<file path="config.mk">
export PLATFORM = sky130hd
export DESIGN_NAME = boot_lock_guard
export DESIGN_NICKNAME = d
export VERILOG_FILES = /design/src/rtl/blg_pkg.sv /design/src/rtl/blg_write_qual.sv /design/src/rtl/blg_seq_detect.sv /design/src/rtl/blg_lock_store.sv /design/src/rtl/boot_lock_guard.sv
export SDC_FILE = /design/constraint.sdc
export NUM_CORES = 1
export LEC_CHECK = 0
export ABC_AREA = 1
export BUFFER_PORTS_ARGS = -buffer_cell sky130_fd_sc_hd__buf_2
export CAP_MARGIN = 30
export CORE_UTILIZATION = 60
export DETAILED_ROUTE_END_ITERATION = 8
export PLACE_DENSITY = 0.84
export REMOVE_ABC_BUFFERS = 1
export SLEW_MARGIN = 20
export SYNTH_ARGS = -nofsm -noshare
export SYNTH_HDL_FRONTEND = slang
export SYNTH_SLANG_ARGS = --single-unit
</file>
<file path="constraint.sdc">
create_clock -name clk -period 5.1 [get_ports clk]
set_input_delay 1.02 -clock clk [delete_from_list [all_inputs] [get_ports clk]]
set_output_delay 1.02 -clock clk [all_outputs]
set_load 0.005 [all_outputs]
</file>
<file path="src/rtl/blg_pkg.sv">
package blg_pkg;
  localparam int SEQ_LEN     = 7;
  localparam int NUM_REGIONS = 2;

  typedef enum logic [0:0] {
    REG_LOW  = 1'b0,
    REG_HIGH = 1'b1
  } region_e;
endpackage

</file>
<file path="src/rtl/blg_write_qual.sv">
module blg_write_qual #(
  parameter int PWR_DLY_CYC = 2_500_000,
  parameter int GLITCH_CYC  = 4
) (
  input  logic clk,
  input  logic rst,
  input  logic pwr_good,
  input  logic ce_n,
  input  logic oe_n,
  input  logic we_n,
  output logic wr_allowed
);
  localparam int PW = $clog2(PWR_DLY_CYC + 1);
  localparam int GW = $clog2(GLITCH_CYC + 1);

  logic [PW-1:0] pwr_cnt;
  logic          pwr_ready;
  logic [GW-1:0] stb_cnt;
  logic          stb_raw;

  // supply settling window
  always_ff @(posedge clk) begin
    if (rst) begin
      pwr_cnt   <= '0;
      pwr_ready <= 1'b0;
    end else if (!pwr_good) begin
      pwr_cnt   <= '0;
      pwr_ready <= 1'b0;
    end else if (!pwr_ready) begin
      if (pwr_cnt == PW'(PWR_DLY_CYC - 1)) pwr_ready <= 1'b1;
      else                                 pwr_cnt   <= pwr_cnt + 1'b1;
    end
  end

  // strobe qualification with a minimum hold time
  assign stb_raw = !ce_n && !we_n && oe_n;

  always_ff @(posedge clk) begin
    if (rst || !stb_raw)                 stb_cnt <= '0;
    else if (stb_cnt != GW'(GLITCH_CYC)) stb_cnt <= stb_cnt + 1'b1;
  end

  assign wr_allowed = pwr_ready && pwr_good && stb_raw &&
                      (stb_cnt == GW'(GLITCH_CYC));

  AST_PWR_READY_HOLD: assert property (@(posedge clk) disable iff (rst)
    (pwr_good && pwr_ready) |=> pwr_ready);
  AST_STB_CNT_CLEAR: assert property (@(posedge clk) disable iff (rst)
    !stb_raw |=> (stb_cnt == '0));
endmodule

</file>
<file path="src/rtl/blg_seq_detect.sv">
module blg_seq_detect
  import blg_pkg::*;
#(
  parameter int ADDR_W = 17,
  parameter int DATA_W = 8,
  parameter logic [SEQ_LEN-1:0][ADDR_W-1:0] SEQ_ADDR = '0,
  parameter logic [SEQ_LEN-1:0][DATA_W-1:0] SEQ_DATA = '0
) (
  input  logic              clk,
  input  logic              rst,
  input  logic              accept,
  input  logic [ADDR_W-1:0] cmd_addr,
  input  logic [DATA_W-1:0] cmd_data,
  output logic              arm_pulse
);
  localparam int SW = $clog2(SEQ_LEN);

  logic [SW-1:0] step;
  logic          step_match;
  logic          last_step;

  assign step_match = (cmd_addr == SEQ_ADDR[step]) && (cmd_data == SEQ_DATA[step]);
  assign last_step  = (step == SW'(SEQ_LEN - 1));
  assign arm_pulse  = accept && step_match && last_step;

  always_ff @(posedge clk) begin
    if (rst) begin
      step <= '0;
    end else if (accept) begin
      if (step_match && !last_step) step <= step + 1'b1;
      else                          step <= '0;
    end
  end

  AST_SEQ_RESTART: assert property (@(posedge clk) disable iff (rst)
    (accept && !step_match) |=> (step == '0));
  AST_SEQ_RANGE: assert property (@(posedge clk) disable iff (rst)
    accept |=> (step < SW'(SEQ_LEN)));
  AST_SEQ_HOLD: assert property (@(posedge clk) disable iff (rst)
    !accept |=> $stable(step));
endmodule

</file>
<file path="src/rtl/blg_lock_store.sv">
module blg_lock_store #(
  parameter int NUM = 2
) (
  input  logic           clk,
  input  logic           por,
  input  logic [NUM-1:0] set_req,
  output logic [NUM-1:0] lock_q
);
  always_ff @(posedge clk) begin
    if (por) lock_q <= '0;
    else     lock_q <= lock_q | set_req;
  end

  for (genvar i = 0; i < NUM; i++) begin : g_sticky
    AST_LOCK_STICKY: assert property (@(posedge clk) disable iff (por)
      lock_q[i] |=> lock_q[i]);
  end
endmodule

</file>
<file path="src/rtl/boot_lock_guard.sv">
module boot_lock_guard
  import blg_pkg::*;
#(
  parameter int ADDR_W      = 17,
  parameter int DATA_W      = 8,
  parameter int REGION_W    = 13,
  parameter int PWR_DLY_CYC = 2_500_000,
  parameter int GLITCH_CYC  = 4,
  parameter logic [SEQ_LEN-1:0][ADDR_W-1:0] LO_SEQ_ADDR =
    {17'h0A5A5, 17'h0A5A5, 17'h15A5A, 17'h0A5A5, 17'h0A5A5, 17'h15A5A, 17'h0A5A5},
  parameter logic [SEQ_LEN-1:0][DATA_W-1:0] LO_SEQ_DATA =
    {8'h0F, 8'h69, 8'h3C, 8'hC3, 8'h96, 8'h3C, 8'hC3},
  parameter logic [SEQ_LEN-1:0][ADDR_W-1:0] HI_SEQ_ADDR =
    {17'h0A5A5, 17'h0A5A5, 17'h15A5A, 17'h0A5A5, 17'h0A5A5, 17'h15A5A, 17'h0A5A5},
  parameter logic [SEQ_LEN-1:0][DATA_W-1:0] HI_SEQ_DATA =
    {8'hF0, 8'h69, 8'h3C, 8'hC3, 8'h96, 8'h3C, 8'hC3}
) (
  input  logic              clk,
  input  logic              rst,
  input  logic              por,
  input  logic              pwr_good,
  input  logic              ce_n,
  input  logic              oe_n,
  input  logic              we_n,
  input  logic              cmd_valid,
  input  logic [ADDR_W-1:0] cmd_addr,
  input  logic [DATA_W-1:0] cmd_data,
  input  logic              commit_req,
  input  logic [ADDR_W-1:0] commit_addr,
  input  logic              chip_erase_req,
  output logic              write_ok,
  output logic              chip_erase_ok
);
  localparam int TAG_W = ADDR_W - REGION_W;
  localparam int LO    = int'(REG_LOW);
  localparam int HI    = int'(REG_HIGH);

  logic                   sreset;
  logic                   wr_allowed;
  logic                   accept;
  logic [NUM_REGIONS-1:0] arm_set;
  logic [NUM_REGIONS-1:0] lock_q;
  logic [NUM_REGIONS-1:0] region_hit;
  logic [TAG_W-1:0]       commit_tag;
  logic                   target_locked;

  assign sreset = rst || por;

  blg_write_qual #(
    .PWR_DLY_CYC (PWR_DLY_CYC),
    .GLITCH_CYC  (GLITCH_CYC)
  ) u_qual (
    .clk        (clk),
    .rst        (sreset),
    .pwr_good   (pwr_good),
    .ce_n       (ce_n),
    .oe_n       (oe_n),
    .we_n       (we_n),
    .wr_allowed (wr_allowed)
  );

  assign accept = cmd_valid && wr_allowed;

  for (genvar r = 0; r < NUM_REGIONS; r++) begin : g_region
    blg_seq_detect #(
      .ADDR_W   (ADDR_W),
      .DATA_W   (DATA_W),
      .SEQ_ADDR ((r == LO) ? LO_SEQ_ADDR : HI_SEQ_ADDR),
      .SEQ_DATA ((r == LO) ? LO_SEQ_DATA : HI_SEQ_DATA)
    ) u_seq (
      .clk       (clk),
      .rst       (sreset),
      .accept    (accept),
      .cmd_addr  (cmd_addr),
      .cmd_data  (cmd_data),
      .arm_pulse (arm_set[r])
    );
  end

  blg_lock_store #(.NUM(NUM_REGIONS)) u_locks (
    .clk     (clk),
    .por     (por),
    .set_req (arm_set),
    .lock_q  (lock_q)
  );

  // boot regions: all-zero or all-one upper address bits
  assign commit_tag     = commit_addr[ADDR_W-1:REGION_W];
  assign region_hit[LO] = (commit_tag == '0);
  assign region_hit[HI] = (commit_tag == '1);
  assign target_locked  = |(region_hit & lock_q);

  always_ff @(posedge clk) begin
    if (sreset) begin
      write_ok      <= 1'b0;
      chip_erase_ok <= 1'b0;
    end else begin
      write_ok      <= commit_req && wr_allowed && !target_locked;
      chip_erase_ok <= chip_erase_req && wr_allowed && (lock_q == '0);
    end
  end

  AST_RESET_QUIET: assert property (@(posedge clk)
    sreset |=> (!write_ok && !chip_erase_ok));
  AST_NO_REQ_NO_PERMIT: assert property (@(posedge clk) disable iff (sreset)
    !commit_req |=> !write_ok);
  AST_LOW_LOCK_BLOCKS: assert property (@(posedge clk) disable iff (sreset)
    (commit_req && region_hit[LO] && lock_q[LO]) |=> !write_ok);
  AST_HIGH_LOCK_BLOCKS: assert property (@(posedge clk) disable iff (sreset)
    (commit_req && region_hit[HI] && lock_q[HI]) |=> !write_ok);
  AST_ERASE_BLOCKED: assert property (@(posedge clk) disable iff (sreset)
    (lock_q != '0) |=> !chip_erase_ok);
  AST_STROBE_INHIBIT: assert property (@(posedge clk) disable iff (sreset)
    (!oe_n || ce_n || we_n) |=> (!write_ok && !chip_erase_ok));
  AST_NO_POWER: assert property (@(posedge clk) disable iff (sreset)
    !pwr_good |=> (!write_ok && !chip_erase_ok));
endmodule

</file>
==> summary.md <==
| Metric | Value |
|---|---|
| Status | finished, final reports clean |
| Buffers plus inverters on the worst setup path | 2 |
| Post-synth EDFFs | 0 |
| Num ports | 54 |
| Initial antenna violation count | 0 |
| Yosys top cell by area | dfxtp_1 |
| DRT iter0 DRCs | 201 |
| Die Footprint | 6080 um^2 |
| Max-Cap Viols | 0 |
| Startpoint types | primary input |
| Setup TNS Final | 0 ps |
| First-pass GRT wire length | 12400 um |
| NumNets Final | 623 |
| RSZ-0062 raised after global routing | false |
| Total Wirelength | 7170 um |
| H-Tree Depth | 2 |
| Fin. Hold Viols | 0 |
| Routed len/inst | 11.4 um |
| Final Max Tran Viols | 0 |
| Area contributors post-synth | dfxtp_1 32%, nand2_1 17%, inv_1 7.7% |
| Clock sinks | 56 |
| Post-DP Area | 3710 um^2 |
| Slew @ Worst Pin | 827 ps |
| Maximum buffer depth of the clock tree | 2 |
| Synth async-reset ratio | 0% |
| Crit path cell chain | buf_2, xor2_1, nor2_1, nand3_1, nor2_1, nand2_1, nand2_4, nand2_2, nor2_1, inv_1, ha_1, nand2_2, nand2_1 |
| Top-count cell post-synth | nand2_1 |
| Slowest-stage cell, CP | ha_1 |
| Top delay family on crit path | simple AND/OR/NAND/NOR gates |
| CP Class | primary input to flip-flop |
| Ys flop type | dfxtp_1 |
| Seq/Total Area, Yosys | 32.4% |
| Vias in the first global route | 2996 |
| All-layer global routing usage | 25.4% |
| CTS Root Cell | clkbuf_8 |
| Synth Register Bits | 56 |
| Setup violators final | 0 |
| Mean Syn Cell Area | 6.73 um^2 |
| Die width | 78.0 um |
| Via density | 5.04 |
| Gr ovfl total | 0 |
| Cell count along the critical path | 13 |
| Top cells by count, synth | 157 x nand2_1, 71 x inv_1, 56 x dfxtp_1, 56 x nor2_1, 27 x a21oi_1 |
| Clock-pin slew on the worst setup and hold paths | 90 ps |
| Hold Path Class | flip-flop to flip-flop |
| Placed wire-length estimate | 5520 um |
| # resized after CTS | 0 |
| Post-Synthesis Cells | 515 |
| RD Place Congestion | 0.942 |
| DRT antenna net count | 0 |
| Final worst slack | 2570 ps |
| Worst skew pair latency | 320 ps |
| Leakage | 1.80 nW |
| DP Worst Slack | 1930 ps |
| Fmax | 395 MHz |
| Post-CTS Hold Fix Bufs | 0 |
| Remaining DRCs | 0 |
| Core area | 5540 um^2 |
| Setup repair bufs after CTS | 0 |
| Nature of the critical path endpoint | flip-flop |
| Period utilization | 49.7% |
| Clock skew | 11.3 ps |
| Via Count | 3171 |
| Slew headroom | 44.7% |
| CTS tree | yes |
| Antenna cells | 0 |
| Initial Util | 62.5% |
| R2r worst-path depth | 12 |
| Mapped Area | 3460 um^2 |
| Area share of the largest cell type after synthesis | 32.4% |
| Fraction of final layout cells sized beyond drive strength 1 | 14.7% |
| Minimum clock period | 2530 ps |
| Area Growth Syn to Fin | 10.1% |
| Hold depth | 1 |
| Post-Layout Inst Area | 3810 um^2 |
| Hold_ws | 450 ps |
| PD cells | 193 nW/um^2 |
| Max incr delay on CP | 310 ps |
| Maximum VDD drop | 0.107 mV |
| Die height | 78.0 um |
| Yosys warnings | 0 |
| Synth cell types | 31 |
| Post-Route Utilization | 68.9% |
| Worst path required time | 5320 ps |
| Most used cell along the critical path | nor2_1 |
| Max FO, Critical Path | 8 |
| Largest net degree at the start of global routing | 24 |
| Arrival time at the worst endpoint | 2750 ps |
| Inserted Clock Buffers | 5 |
| Buffers on Ports | 40 |
| Rows | 27 |
| TritonRoute pass-1 iters | 4 |
==> final timing paths <==
path / from / end / slack, ps
min: u_locks.lock_q[0]$_SDFF_PP0_ / write_ok$_SDFF_PP0_ / 450
min reg2reg: u_locks.lock_q[0]$_SDFF_PP0_ / write_ok$_SDFF_PP0_ / 450
max: cmd_data[3] / flip-flop / 2570
max reg2reg: u_qual.stb_cnt[0]$_SDFFE_PP0P_ / flip-flop / 2900
==> cell families after synthesis <==
kind of cell / Yosys count / share of synthesized area, %
buffers and inverters: 82 / 9.57
adders and majority gates: 15 / 5.42
AOI/OAI and AO/OA: 41 / 6.50
xor gates and xnor gates: 26 / 6.57
DFF: 56 / 32.4
and+or+nand+nor: 295 / 39.6
==> cells in the final DEF (no fill, tap or decap), types with 2 or more instances in the layout <==
cell,count
dfxtp_1,56
a21oi_1,27
nand2_2,12
nand3b_1,3
o21ai_1,2
o21ai_0,6
nor3_2,3
clkbuf_8,6
xnor2_1,9
nand2_4,4
nand3_1,17
inv_1,71
a21oi_2,4
nor3_1,12
nand4_1,23
ha_1,15
buf_4,2
nor2_1,56
nand3_4,2
inv_2,2
nand3b_4,2
buf_2,40
nand2_1,157
xor2_1,17
==> metal layers <==
metal  share of wire, %  track usage (%)
met3                6.1             4.47
met2                 44             43.4
met5                  0                0
met4               0.95             6.30
met1                 49             33.2
==> final cells by class <==
class                      count  area [um^2]
multi-input combinational    377         2010
fill                         464         1730
sequential                    56         1120
inverter                      74          283
timing repair buffer          42          215
tap                           72         90.1
clock buffer                   7         86.3
clock inverter                 1         7.51
==> worst reg2reg max path, stage by stage (launching register included) <==
cell and delay, ps:
dfxtp_1 330, inv_1 80, ha_1 220, nand4_2 130, nor2_2 180, nand2_4 130
o21ai_0 250, inv_1 90, nor2_1 150, inv_1 100, ha_1 310, nand2_2 80
nand2_1 50
==> power breakdown <==
group | switching (W) | leakage, nW | internal, W
sequential | 0.000000565 | 0.451 | 0.000437
clock | 0.000141 | 0.0445 | 0.000111
combinational | 0.0000280 | 1.30 | 0.0000201
==> stage by stage <==
step	power [W]	cells
final	0.000738	629
after global placement	0.000493	620
after detailed placement	0.000495	620
after CTS	0.000743	628
after global routing	0.000770	629
after floorplan	0.000471	507
Note: power is estimated with default switching activity, not from simulation.
